[src/rtl/cic_pkg.sv]
package cic_pkg;

   localparam int unsigned CIC_OFF_CTRL  = 'h00;
   localparam int unsigned CIC_OFF_EN    = 'h04;
   localparam int unsigned CIC_OFF_STAT  = 'h08;
   localparam int unsigned CIC_OFF_CLR   = 'h0C;
   localparam int unsigned CIC_OFF_POL   = 'h10;

   typedef enum logic {
      CAP_LEVEL = 1'b0,
      CAP_EDGE  = 1'b1
   } cap_mode_e;

endpackage

[src/rtl/cic_sync.sv]
module cic_sync #(
   parameter int unsigned WIDTH  = 18,
   parameter int unsigned STAGES = 2
) (
   input  logic             clk,
   input  logic             rst_n,
   input  logic [WIDTH-1:0] d_in,
   output logic [WIDTH-1:0] d_out
);

   logic [STAGES-1:0][WIDTH-1:0] chain_q;

   generate
      if (STAGES == 1) begin : g_single
         always_ff @(posedge clk or negedge rst_n) begin
            if (!rst_n) chain_q <= '0;
            else        chain_q <= d_in;
         end
      end else begin : g_multi
         always_ff @(posedge clk or negedge rst_n) begin
            if (!rst_n) chain_q <= '0;
            else        chain_q <= {chain_q[STAGES-2:0], d_in};
         end
      end
   endgenerate

   assign d_out = chain_q[STAGES-1];

endmodule

[src/rtl/cic_capture.sv]
module cic_capture
   import cic_pkg::*;
#(
   parameter int unsigned N_LINES = 18
) (
   input  logic               clk,
   input  logic               rst_n,
   input  logic [N_LINES-1:0] sync_i,
   input  logic [N_LINES-1:0] pol_i,
   input  cap_mode_e          mode_i,
   input  logic [N_LINES-1:0] clr_i,
   output logic [N_LINES-1:0] status_o,
   output logic [N_LINES-1:0] cap_o
);

   generate
      for (genvar i = 0; i < N_LINES; i++) begin : g_line
         logic active;
         logic prev_q;
         logic hit;
         logic flag_q;

         // polarity 1 keeps the line as is, 0 inverts it
         assign active = ~(sync_i[i] ^ pol_i[i]);
         assign hit    = (mode_i == CAP_EDGE) ? (active & ~prev_q) : active;

         always_ff @(posedge clk or negedge rst_n) begin
            if (!rst_n) begin
               prev_q <= 1'b0;
               flag_q <= 1'b0;
            end else begin
               prev_q <= active;
               flag_q <= hit | (flag_q & ~clr_i[i]);
            end
         end

         assign status_o[i] = flag_q;
         assign cap_o[i]    = hit;
      end
   endgenerate

endmodule

[src/rtl/cic_regs.sv]
module cic_regs
   import cic_pkg::*;
#(
   parameter int unsigned N_LINES = 18,
   parameter int unsigned ADDR_W  = 8,
   parameter int unsigned DATA_W  = 32
) (
   input  logic               clk,
   input  logic               rst_n,
   input  logic [ADDR_W-1:0]  bus_addr,
   input  logic               bus_we,
   input  logic [DATA_W-1:0]  bus_wdata,
   output logic [DATA_W-1:0]  bus_rdata,
   input  logic [N_LINES-1:0] status_i,
   output logic               glob_en_o,
   output cap_mode_e          mode_o,
   output logic [N_LINES-1:0] en_o,
   output logic [N_LINES-1:0] pol_o,
   output logic [N_LINES-1:0] clr_o
);

   localparam int unsigned BIT_GEN  = DATA_W - 1;
   localparam int unsigned BIT_MODE = DATA_W - 2;

   logic       hit_ctrl, hit_en, hit_stat, hit_clr, hit_pol;
   logic       glob_en_q;
   cap_mode_e  mode_q;
   logic [N_LINES-1:0] en_q, pol_q;
   logic       wdata_unused;

   assign hit_ctrl = (bus_addr == ADDR_W'(CIC_OFF_CTRL));
   assign hit_en   = (bus_addr == ADDR_W'(CIC_OFF_EN));
   assign hit_stat = (bus_addr == ADDR_W'(CIC_OFF_STAT));
   assign hit_clr  = (bus_addr == ADDR_W'(CIC_OFF_CLR));
   assign hit_pol  = (bus_addr == ADDR_W'(CIC_OFF_POL));

   assign wdata_unused = ^bus_wdata;

   always_ff @(posedge clk or negedge rst_n) begin
      if (!rst_n) begin
         glob_en_q <= 1'b0;
         mode_q    <= CAP_LEVEL;
         en_q      <= '0;
         pol_q     <= '0;
      end else if (bus_we) begin
         if (hit_ctrl) begin
            glob_en_q <= bus_wdata[BIT_GEN];
            mode_q    <= bus_wdata[BIT_MODE] ? CAP_EDGE : CAP_LEVEL;
         end
         if (hit_en)  en_q  <= bus_wdata[N_LINES-1:0];
         if (hit_pol) pol_q <= bus_wdata[N_LINES-1:0];
      end
   end

   assign clr_o = (bus_we && hit_clr) ? bus_wdata[N_LINES-1:0] : '0;

   always_comb begin
      bus_rdata = '0;
      if (hit_ctrl) begin
         bus_rdata[BIT_GEN]  = glob_en_q;
         bus_rdata[BIT_MODE] = (mode_q == CAP_EDGE);
      end else if (hit_en) begin
         bus_rdata[N_LINES-1:0] = en_q;
      end else if (hit_stat) begin
         bus_rdata[N_LINES-1:0] = status_i;
      end else if (hit_pol) begin
         bus_rdata[N_LINES-1:0] = pol_q;
      end
   end

   assign glob_en_o = glob_en_q;
   assign mode_o    = mode_q;
   assign en_o      = en_q;
   assign pol_o     = pol_q;

endmodule

[src/rtl/cascade_irq_ctrl.sv]
module cascade_irq_ctrl
   import cic_pkg::*;
#(
   parameter int unsigned N_LINES     = 18,
   parameter int unsigned ADDR_W      = 8,
   parameter int unsigned DATA_W      = 32,
   parameter int unsigned SYNC_STAGES = 2
) (
   input  logic               clk,
   input  logic               rst_n,
   input  logic [ADDR_W-1:0]  bus_addr,
   input  logic               bus_we,
   input  logic [DATA_W-1:0]  bus_wdata,
   output logic [DATA_W-1:0]  bus_rdata,
   input  logic [N_LINES-1:0] req_in,
   output logic               cascade_irq
);

   generate
      if (N_LINES < 1 || N_LINES + 2 > DATA_W) begin : g_bad_lines
         $error("cascade_irq_ctrl: N_LINES must leave the two control bits free");
      end
      if (ADDR_W < 5) begin : g_bad_addr
         $error("cascade_irq_ctrl: ADDR_W too small for the register map");
      end
      if (SYNC_STAGES < 1) begin : g_bad_sync
         $error("cascade_irq_ctrl: SYNC_STAGES must be at least 1");
      end
   endgenerate

   logic [N_LINES-1:0] req_sync;
   logic [N_LINES-1:0] status_q;
   logic [N_LINES-1:0] cap_vec;
   logic [N_LINES-1:0] clr_vec;
   logic [N_LINES-1:0] en_vec;
   logic [N_LINES-1:0] pol_vec;
   logic               glob_en;
   cap_mode_e          mode;

   cic_sync #(
      .WIDTH  (N_LINES),
      .STAGES (SYNC_STAGES)
   ) u_sync (
      .clk   (clk),
      .rst_n (rst_n),
      .d_in  (req_in),
      .d_out (req_sync)
   );

   cic_capture #(
      .N_LINES (N_LINES)
   ) u_capture (
      .clk      (clk),
      .rst_n    (rst_n),
      .sync_i   (req_sync),
      .pol_i    (pol_vec),
      .mode_i   (mode),
      .clr_i    (clr_vec),
      .status_o (status_q),
      .cap_o    (cap_vec)
   );

   cic_regs #(
      .N_LINES (N_LINES),
      .ADDR_W  (ADDR_W),
      .DATA_W  (DATA_W)
   ) u_regs (
      .clk       (clk),
      .rst_n     (rst_n),
      .bus_addr  (bus_addr),
      .bus_we    (bus_we),
      .bus_wdata (bus_wdata),
      .bus_rdata (bus_rdata),
      .status_i  (status_q),
      .glob_en_o (glob_en),
      .mode_o    (mode),
      .en_o      (en_vec),
      .pol_o     (pol_vec),
      .clr_o     (clr_vec)
   );

   assign cascade_irq = glob_en & (|(en_vec & status_q));

endmodule

[config.mk]
export PLATFORM = sky130hd
export DESIGN_NAME = cascade_irq_ctrl
export DESIGN_NICKNAME = d
export VERILOG_FILES = /design/src/rtl/cic_pkg.sv /design/src/rtl/cic_sync.sv /design/src/rtl/cic_capture.sv /design/src/rtl/cic_regs.sv /design/src/rtl/cascade_irq_ctrl.sv
export SDC_FILE = /design/constraint.sdc
export NUM_CORES = 1
export LEC_CHECK = 0
export CAP_MARGIN = 20
export CORE_MARGIN = 1
export CORE_UTILIZATION = 55
export CTS_CLUSTER_SIZE = 25
export DETAILED_ROUTE_END_ITERATION = 10
export DONT_BUFFER_PORTS = 1
export HOLD_SLACK_MARGIN = 0.08
export PLACE_DENSITY = 0.72
export SETUP_SLACK_MARGIN = 0.3
export SYNTH_ARGS = -nofsm -noshare
export SYNTH_HDL_FRONTEND = slang
export SYNTH_HIERARCHICAL = 1
export SYNTH_SLANG_ARGS = --single-unit
[constraint.sdc]
create_clock -name clk -period 3.05 [get_ports clk]
set_input_delay 0.305 -clock clk [delete_from_list [all_inputs] [get_ports clk]]
set_output_delay 0.305 -clock clk [all_outputs]
set_load 0.05 [all_outputs]
# Word level (Yosys, flattened, before mapping)
# Cells that the tools add are included.
# totals
word_cells	205
register_bits	110
# classes
n_eq_ne	4
bitwise_logic	128
reduce_logical	6
mux	25
# op_table
cell	n
$mux W18	5
$not A1 Y1	54
$and A1 B1 Y1	37
$mux W1	19
$and A18 B18 Y18	1
$or A1 B1 Y1	18
$reduce_or A18 Y1	1
$xor A1 B1 Y1	18
$eq A8 B4 Y1 const B	2
$eq A8 B3 Y1 const B	1
$eq A8 B5 Y1 const B	1
$logic_not A8 Y1	1
$reduce_and A2 Y1	3
$mux W2	1
$logic_and A1 B1 Y1	1

# Longest topological paths before layout
# Gate-level depths: netlist of run 1.
# logic_depth
word_depth	6
depth_mapped	7
depth_no_buf	4

# Modules after synthesis
# The synthesis of run 1 kept the hierarchy.
# modules_own_cells
module	n_inst	area_each_um2	cells_per_inst	seq_area_each_um2
cic_regs	1	2529.9	237	950.9
cic_capture	1	1865.5	181	900.9
cic_sync	1	1036.0	54	900.9
cascade_irq_ctrl	1	108.9	12	0.0

# Least setup slack after synthesis of run 1
# Ideal clock, no wire load.
# synth_path
path_type	input port to output port
start	input port bus_addr[1]
end	output port bus_rdata[0]
stages	4
slack_ns	0.793
t_required_ns	2.745
t_arrival_ns	1.952
cell_sequence	nor4_4 clkbuf_1 nand4_1 a22oi_1
# synth_between
elab_chain_len	5
elab_cells_between_ends	8
classes_between	eq/ne: 3; mux: 4; reduce/logical: 1
# synth_rtl
item	line_no	rtl
start: declaration	cascade_irq_ctrl.sv:11	input logic [ADDR_W-1:0] bus_addr,
$eq A8 B5 Y1	cic_regs.sv:35	assign hit_pol = (bus_addr == ADDR_W'(CIC_OFF_POL));
$mux W18	cic_regs.sv:66	end else if (hit_pol) begin
$mux W18	cic_regs.sv:64	end else if (hit_stat) begin
$mux W18	cic_regs.sv:62	end else if (hit_en) begin
$mux W18 *	cic_regs.sv:59	if (hit_ctrl) begin
end: declaration	cascade_irq_ctrl.sv:14	output logic [DATA_W-1:0] bus_rdata,
# Mark *: on every way between the ends. The rest lies on a longest branch, timed or not.

# Final worst setup path of run 1
# layout_path
start	input port bus_addr[1]
end	output port bus_rdata[7]
# The elaborated chain is that of the path after synthesis.

==> results of run 1 <==
power by group through the flow:
stage               Sequential, mW  Clock [mW]  Combinational, mW
floorplan                     1.58           0              0.201
global placement              1.59           0              0.186
detailed placement            1.59           0              0.190
CTS                           1.56       0.834              0.234
global route                  1.57       0.883              0.253
finish                        1.56       0.805              0.237
worst max-delay path: stages:
cell	delay (ps)
nor4_4	710
buf_4	330
nand4_1	110
a22oi_1	270
buf_4	260
per-layer routing:
| metal | vias to the layer above | wire length (um) |
|---|---|---|
| met5 | - | 0 |
| met4 | 0 | 239 |
| met3 | 26 | 787 |
| met2 | 139 | 5440 |
| met1 | 1696 | 4780 |
| li1 | 1527 | - |
registers in the layout, summed over array words and instances, names as in the netlist:
signal and cells:
u_capture/g_line.flag_q 18, u_capture/g_line.prev_q 18, u_regs/en_o 18, u_regs/pol_o 18, u_sync/chain_q 18, u_sync/d_out 18
u_regs/glob_en_o 1, u_regs/mode_o 1
worst paths after layout:
path	slack [ps]	to	start
worst max-delay path	750	bus_rdata[7]	bus_addr[1]
worst min-delay path	-390	u_regs/pol_o[1]	rst_n
min in group clk	120	u_capture/g_line[8].flag_q	bus_wdata[8]
worst min register to register	350	u_sync/d_out[4]	u_sync/chain_q[4]
worst max register to register	2050	u_capture/g_line[1].flag_q	u_regs/mode_o
max in group asynchronous	3290	u_regs/pol_o[7]	rst_n
final cells by class:
cell class,count,area (um^2),area share [%]
diodes,1,2.50,0.0431
clock buffers,10,138,2.37
clock inverters,6,37.5,0.647
inverters,36,135,2.33
multi-input cells,238,1990,34.3
flip-flops and latches,110,2750,47.4
well taps,129,161,2.78
repair buffers,65,583,10.0
cells in the final DEF, fill, tap and decap left out:
master,instances
a221oi_2,2
a22o_1,2
a22oi_1,22
a22oi_2,1
and2_1,19
and2_2,8
and2_4,10
and3_1,2
and3b_1,18
and4_1,1
and4b_1,1
buf_4,27
clkbuf_8,10
clkinv_2,3
clkinvlp_4,3
conb_1,12
dfrtp_1,110
diode_2,1
dlygate4sd3_1,38
inv_1,36
mux2_2,28
mux2_4,10
nand3_1,2
nand4_1,19
nand4_4,1
nor2_1,1
nor2b_1,1
nor3_4,1
nor4_4,2
o211ai_1,18
o21a_1,1
o21ai_0,18
o22ai_1,8
o22ai_2,10
or4_1,1
or4b_1,1
xor2_1,18
metrics by stage:
step | std cells | cell area (um^2)
3_5_place_dp | 540 | 5250
3_3_place_gp | 540 | 5250
4_1_cts | 594 | 5800
6_report | 595 | 5800
5_1_grt | 595 | 5800
2_1_floorplan | 459 | 5380
==> flow_metrics.tcl, run 1 <==
set metrics [dict create \
    outcome "finished with violations" \
    violations "hold timing" \
    finalCritPeriodShare_pct 75.3 \
    htree_num_levels 3 \
    area_delta_synth_final_pct 8.72 \
    synth_cells 448 \
    top_usage_layer "met2" \
    drv_cap 0 \
    die_h_um 101 \
    port-buffer-count 0 \
    switching_share_pct 25.0 \
    design.core.area_mm2 0.00933 \
    power_density_mw_per_mm2 449 \
    slew_viol_final 0 \
    critPathLaunchType "input pin" \
    grt_pass1_wl_um 17400 \
    dp_hpwl_um 6850 \
    clk_pin_slew_ps 100 \
    cts_sinks 110 \
    core.rowCount 35 \
    crit_fanout 12 \
    firstDrtPassIters 5 \
    routed_wirelength_um 11200 \
    rsz0062_at_grt "false" \
    die_area_mm2 0.0101 \
    cts_tree "done" \
    hold_class "in2async" \
    start_util_pct 57.2 \
    p_int_mw 1.95 \
    setup_viol 0 \
    syn-cell-area_mm2 0.00534 \
    pwr-share-seq_pct 60.0 \
    drc 0 \
    track_usage_pct 23.3 \
    worstSetupPathType "in2out" \
    grt-ovfl-total 0 \
    pwr-share-comb_pct 9.1 \
    clkPwrFrac_pct 30.9 \
    skew_ps 9.02 \
    grtUsageMet3_pct 6.38 \
    finalPower_mw 2.61 \
    antenna_found_initial 1 \
    worstSetupEndpointType "output pin" \
    drtIter0Drc 243 \
    crit_required_ps 2740 \
    max-slew-margin-rel_pct 46.7 \
    synth_area_per_cell_um2 11.9 \
    holdBufCountCts 38 \
    final_util_pct 62.2 \
    post_cts_buffers 0 \
    detail-route-antenna-nets 0 \
    dp_slack_ps 796 \
    fin_crit_ps 2300 \
    fmax_mhz 436 \
    die_w_um 101 \
    p_leak_nw 2.92 \
    vias_per_cell 5.69 \
    n_fill_cell 747 \
    yosysWarnings 6 \
    final-hold-violation-count 110 \
    worst_pin_slew_ps 793 \
    io-pin-count 94 \
    cts-buffers-inserted 9 \
    arrival_ps 1990 \
    p_switching_uw 652 \
    gr-usage-met1_pct 30.6 \
    final_layout_size_suffix_gt1_share_pct 24.9 \
    clock_latency_ps 380 \
    worst-r2r-cell-count 3 \
    layout.nets 521 \
    num_vias 3388 \
    fin_hold_ws_ps -392 \
    finalSetupTns_ps 0 \
    wl_per_cell_um 18.9 \
    grt.met2_usage_pct 37.1 \
    max-clock-path-buffers 2 \
    postCtsResizedCells 0 \
    routabilityCongestion 0.824 \
    grt_max_degree 111 \
    grt_pass1_vias 3365 \
    peakVddDrop_v 0.000465 \
    setup_ws_ps 755 \
    cts_root_buf "clkbuf_8" \
]
(Power assumes the default switching activity.)
==> inputs of run 2 (changes only) <==
PLACE_DENSITY = 0.75   (was 0.72)
clock period = 2 ns   (was 3.05 ns; I/O delays follow)
==> run 2 against run 1 <==
Compared with the run above:
- the run still ends with hold timing left
- critical endpoint is now cascade_irq
- wire length is 0.15% lower
- register-to-register slack lost 1400 ps
- clock power grew 44%
- largest power group unchanged
==> flow_metrics.tcl, run 2 (synthesis results as in run 1) <==
set metrics [dict create \
    outcome "finished with violations" \
    violations "hold timing" \
    finalCritPeriodShare_pct 91.8 \
    area_delta_synth_final_pct 17.7 \
    final-hold-violation-count 110 \
    clock_latency_ps 370 \
    clk_pin_slew_ps 100 \
    detail-route-antenna-nets 0 \
    grt-ovfl-total 0 \
    finalSetupTns_ps 0 \
    grt_pass1_wl_um 18200 \
    final_cell_mix "dfrtp_1, dlygate4sd3_1, inv_1" \
    fin_hold_ws_ps -483 \
    design_area_mm2 0.00628 \
    max-clock-path-buffers 2 \
    design.core.area_mm2 0.00933 \
    setup_viol 0 \
    cts_root_buf "clkbuf_8" \
    dp_hpwl_um 7510 \
    arrival_ps 1640 \
    placed_area_mm2 0.00572 \
    worstSetupEndpointType "output pin" \
    track_usage_pct 24.1 \
    core.rowCount 35 \
    grt_pass1_vias 3564 \
    power_density_mw_per_mm2 628 \
    skew_ps 5.14 \
    num_vias 3486 \
    io-pin-count 94 \
    final_common_cell "dfrtp_1" \
    setup_ws_ps 165 \
    hold_class "in2async" \
    crit_required_ps 1800 \
    fmax_mhz 545 \
    drc 0 \
    die_w_um 101 \
    final_layout_size_suffix_gt1_share_pct 30.5 \
    drtIter0Drc 188 \
    die_h_um 101 \
    slew_viol_final 0 \
    p_leak_nw 3.06 \
    fin_crit_ps 1840 \
    routed_wirelength_um 11200 \
    worstSetupPathType "reg2out" \
    rsz0062_at_grt "true" \
    peakVddDrop_v 0.000467 \
    firstDrtPassIters 5 \
    die_area_mm2 0.0101 \
    port-buffer-count 0 \
    vias_per_cell 5.76 \
    cts-buffers-inserted 9 \
    layout.nets 534 \
    rrSetupSlack_ps 620 \
    antenna_found_initial 0 \
    htree_num_levels 3 \
    antennaDiodeCount 0 \
    cts_sinks 110 \
    critPathLaunchType "flip-flop" \
    cts_tree "done" \
    final_util_pct 67.4 \
    holdBufCountCts 39 \
    crit_fanout 2 \
    start_util_pct 57.2 \
    n_fill_cell 668 \
    wl_per_cell_um 18.6 \
    grt_max_degree 111 \
    dp_slack_ps 276 \
    routabilityCongestion 0.802 \
    drv_cap 0 \
]
==> run 2: area by class of cell <==
class | instances | area (um^2) | area share, %
Clock buffer | 9 | 124 | 1.97
Timing Repair Buffer | 78 | 983 | 15.6
Clock inverter | 5 | 37.5 | 0.597
Tap cell | 129 | 161 | 2.57
Inverter | 36 | 135 | 2.15
Sequential cell | 110 | 2750 | 43.8
Multi-Input combinational cell | 238 | 2090 | 33.3
==> run 2: stage by stage <==
step                power (mW)  cells  hold slack [ps]
finish                    3.95    605             -483
global route              4.11    605             -514
CTS                       3.98    605             -503
detailed placement        2.75    551            -92.8
global placement          2.73    551            -91.8
floorplan                 2.72    459            -95.6
==> run 2: what timing repair did <==
action | 4_1_cts | 5_1_grt
endpoints found under the hold margin | 184 | 110
pin swaps | 4 | 4
resized for setup | 2 | 7
buffers inserted | 1 | 0
endpoints found under the setup margin | 3 | 19
==> run 2: final timing paths <==
check,endpoint,depth (start not counted),from
max,cascade_irq,4,u_capture/g_line[9].flag_q
min,u_regs/pol_o[0],0,rst_n
max reg2reg,u_regs/glob_en_o,2,u_regs/glob_en_o
min reg2reg,u_sync/d_out[4],0,u_sync/chain_q[4]
max in group asynchronous,u_regs/en_o[16],0,rst_n
min in group clk,u_regs/mode_o,2,bus_we
==> run 2: worst max-delay path, stage by stage (launching register included) <==
cell and delay [ps]:
dfrtp_1 410, a22o_1 250, a221oi_2 190, nand4_1 130, o21a_4 290
==> run 2: routing by layer <==
metal	wire length (um)	share of wire [%]	track usage [%]	up-vias
met5	0	0	0	-
met4	278	2.5	9.92	0
met3	743	6.6	4.99	29
met2	5550	49	39.5	149
met1	4650	41	31.4	1762
li1	-	-	-	1546
==> run 2: where the power goes <==
part | internal, mW | switching, mW
clock | 0.444 | 0.720
sequential | 2.33 | 0.0618
combinational | 0.189 | 0.204
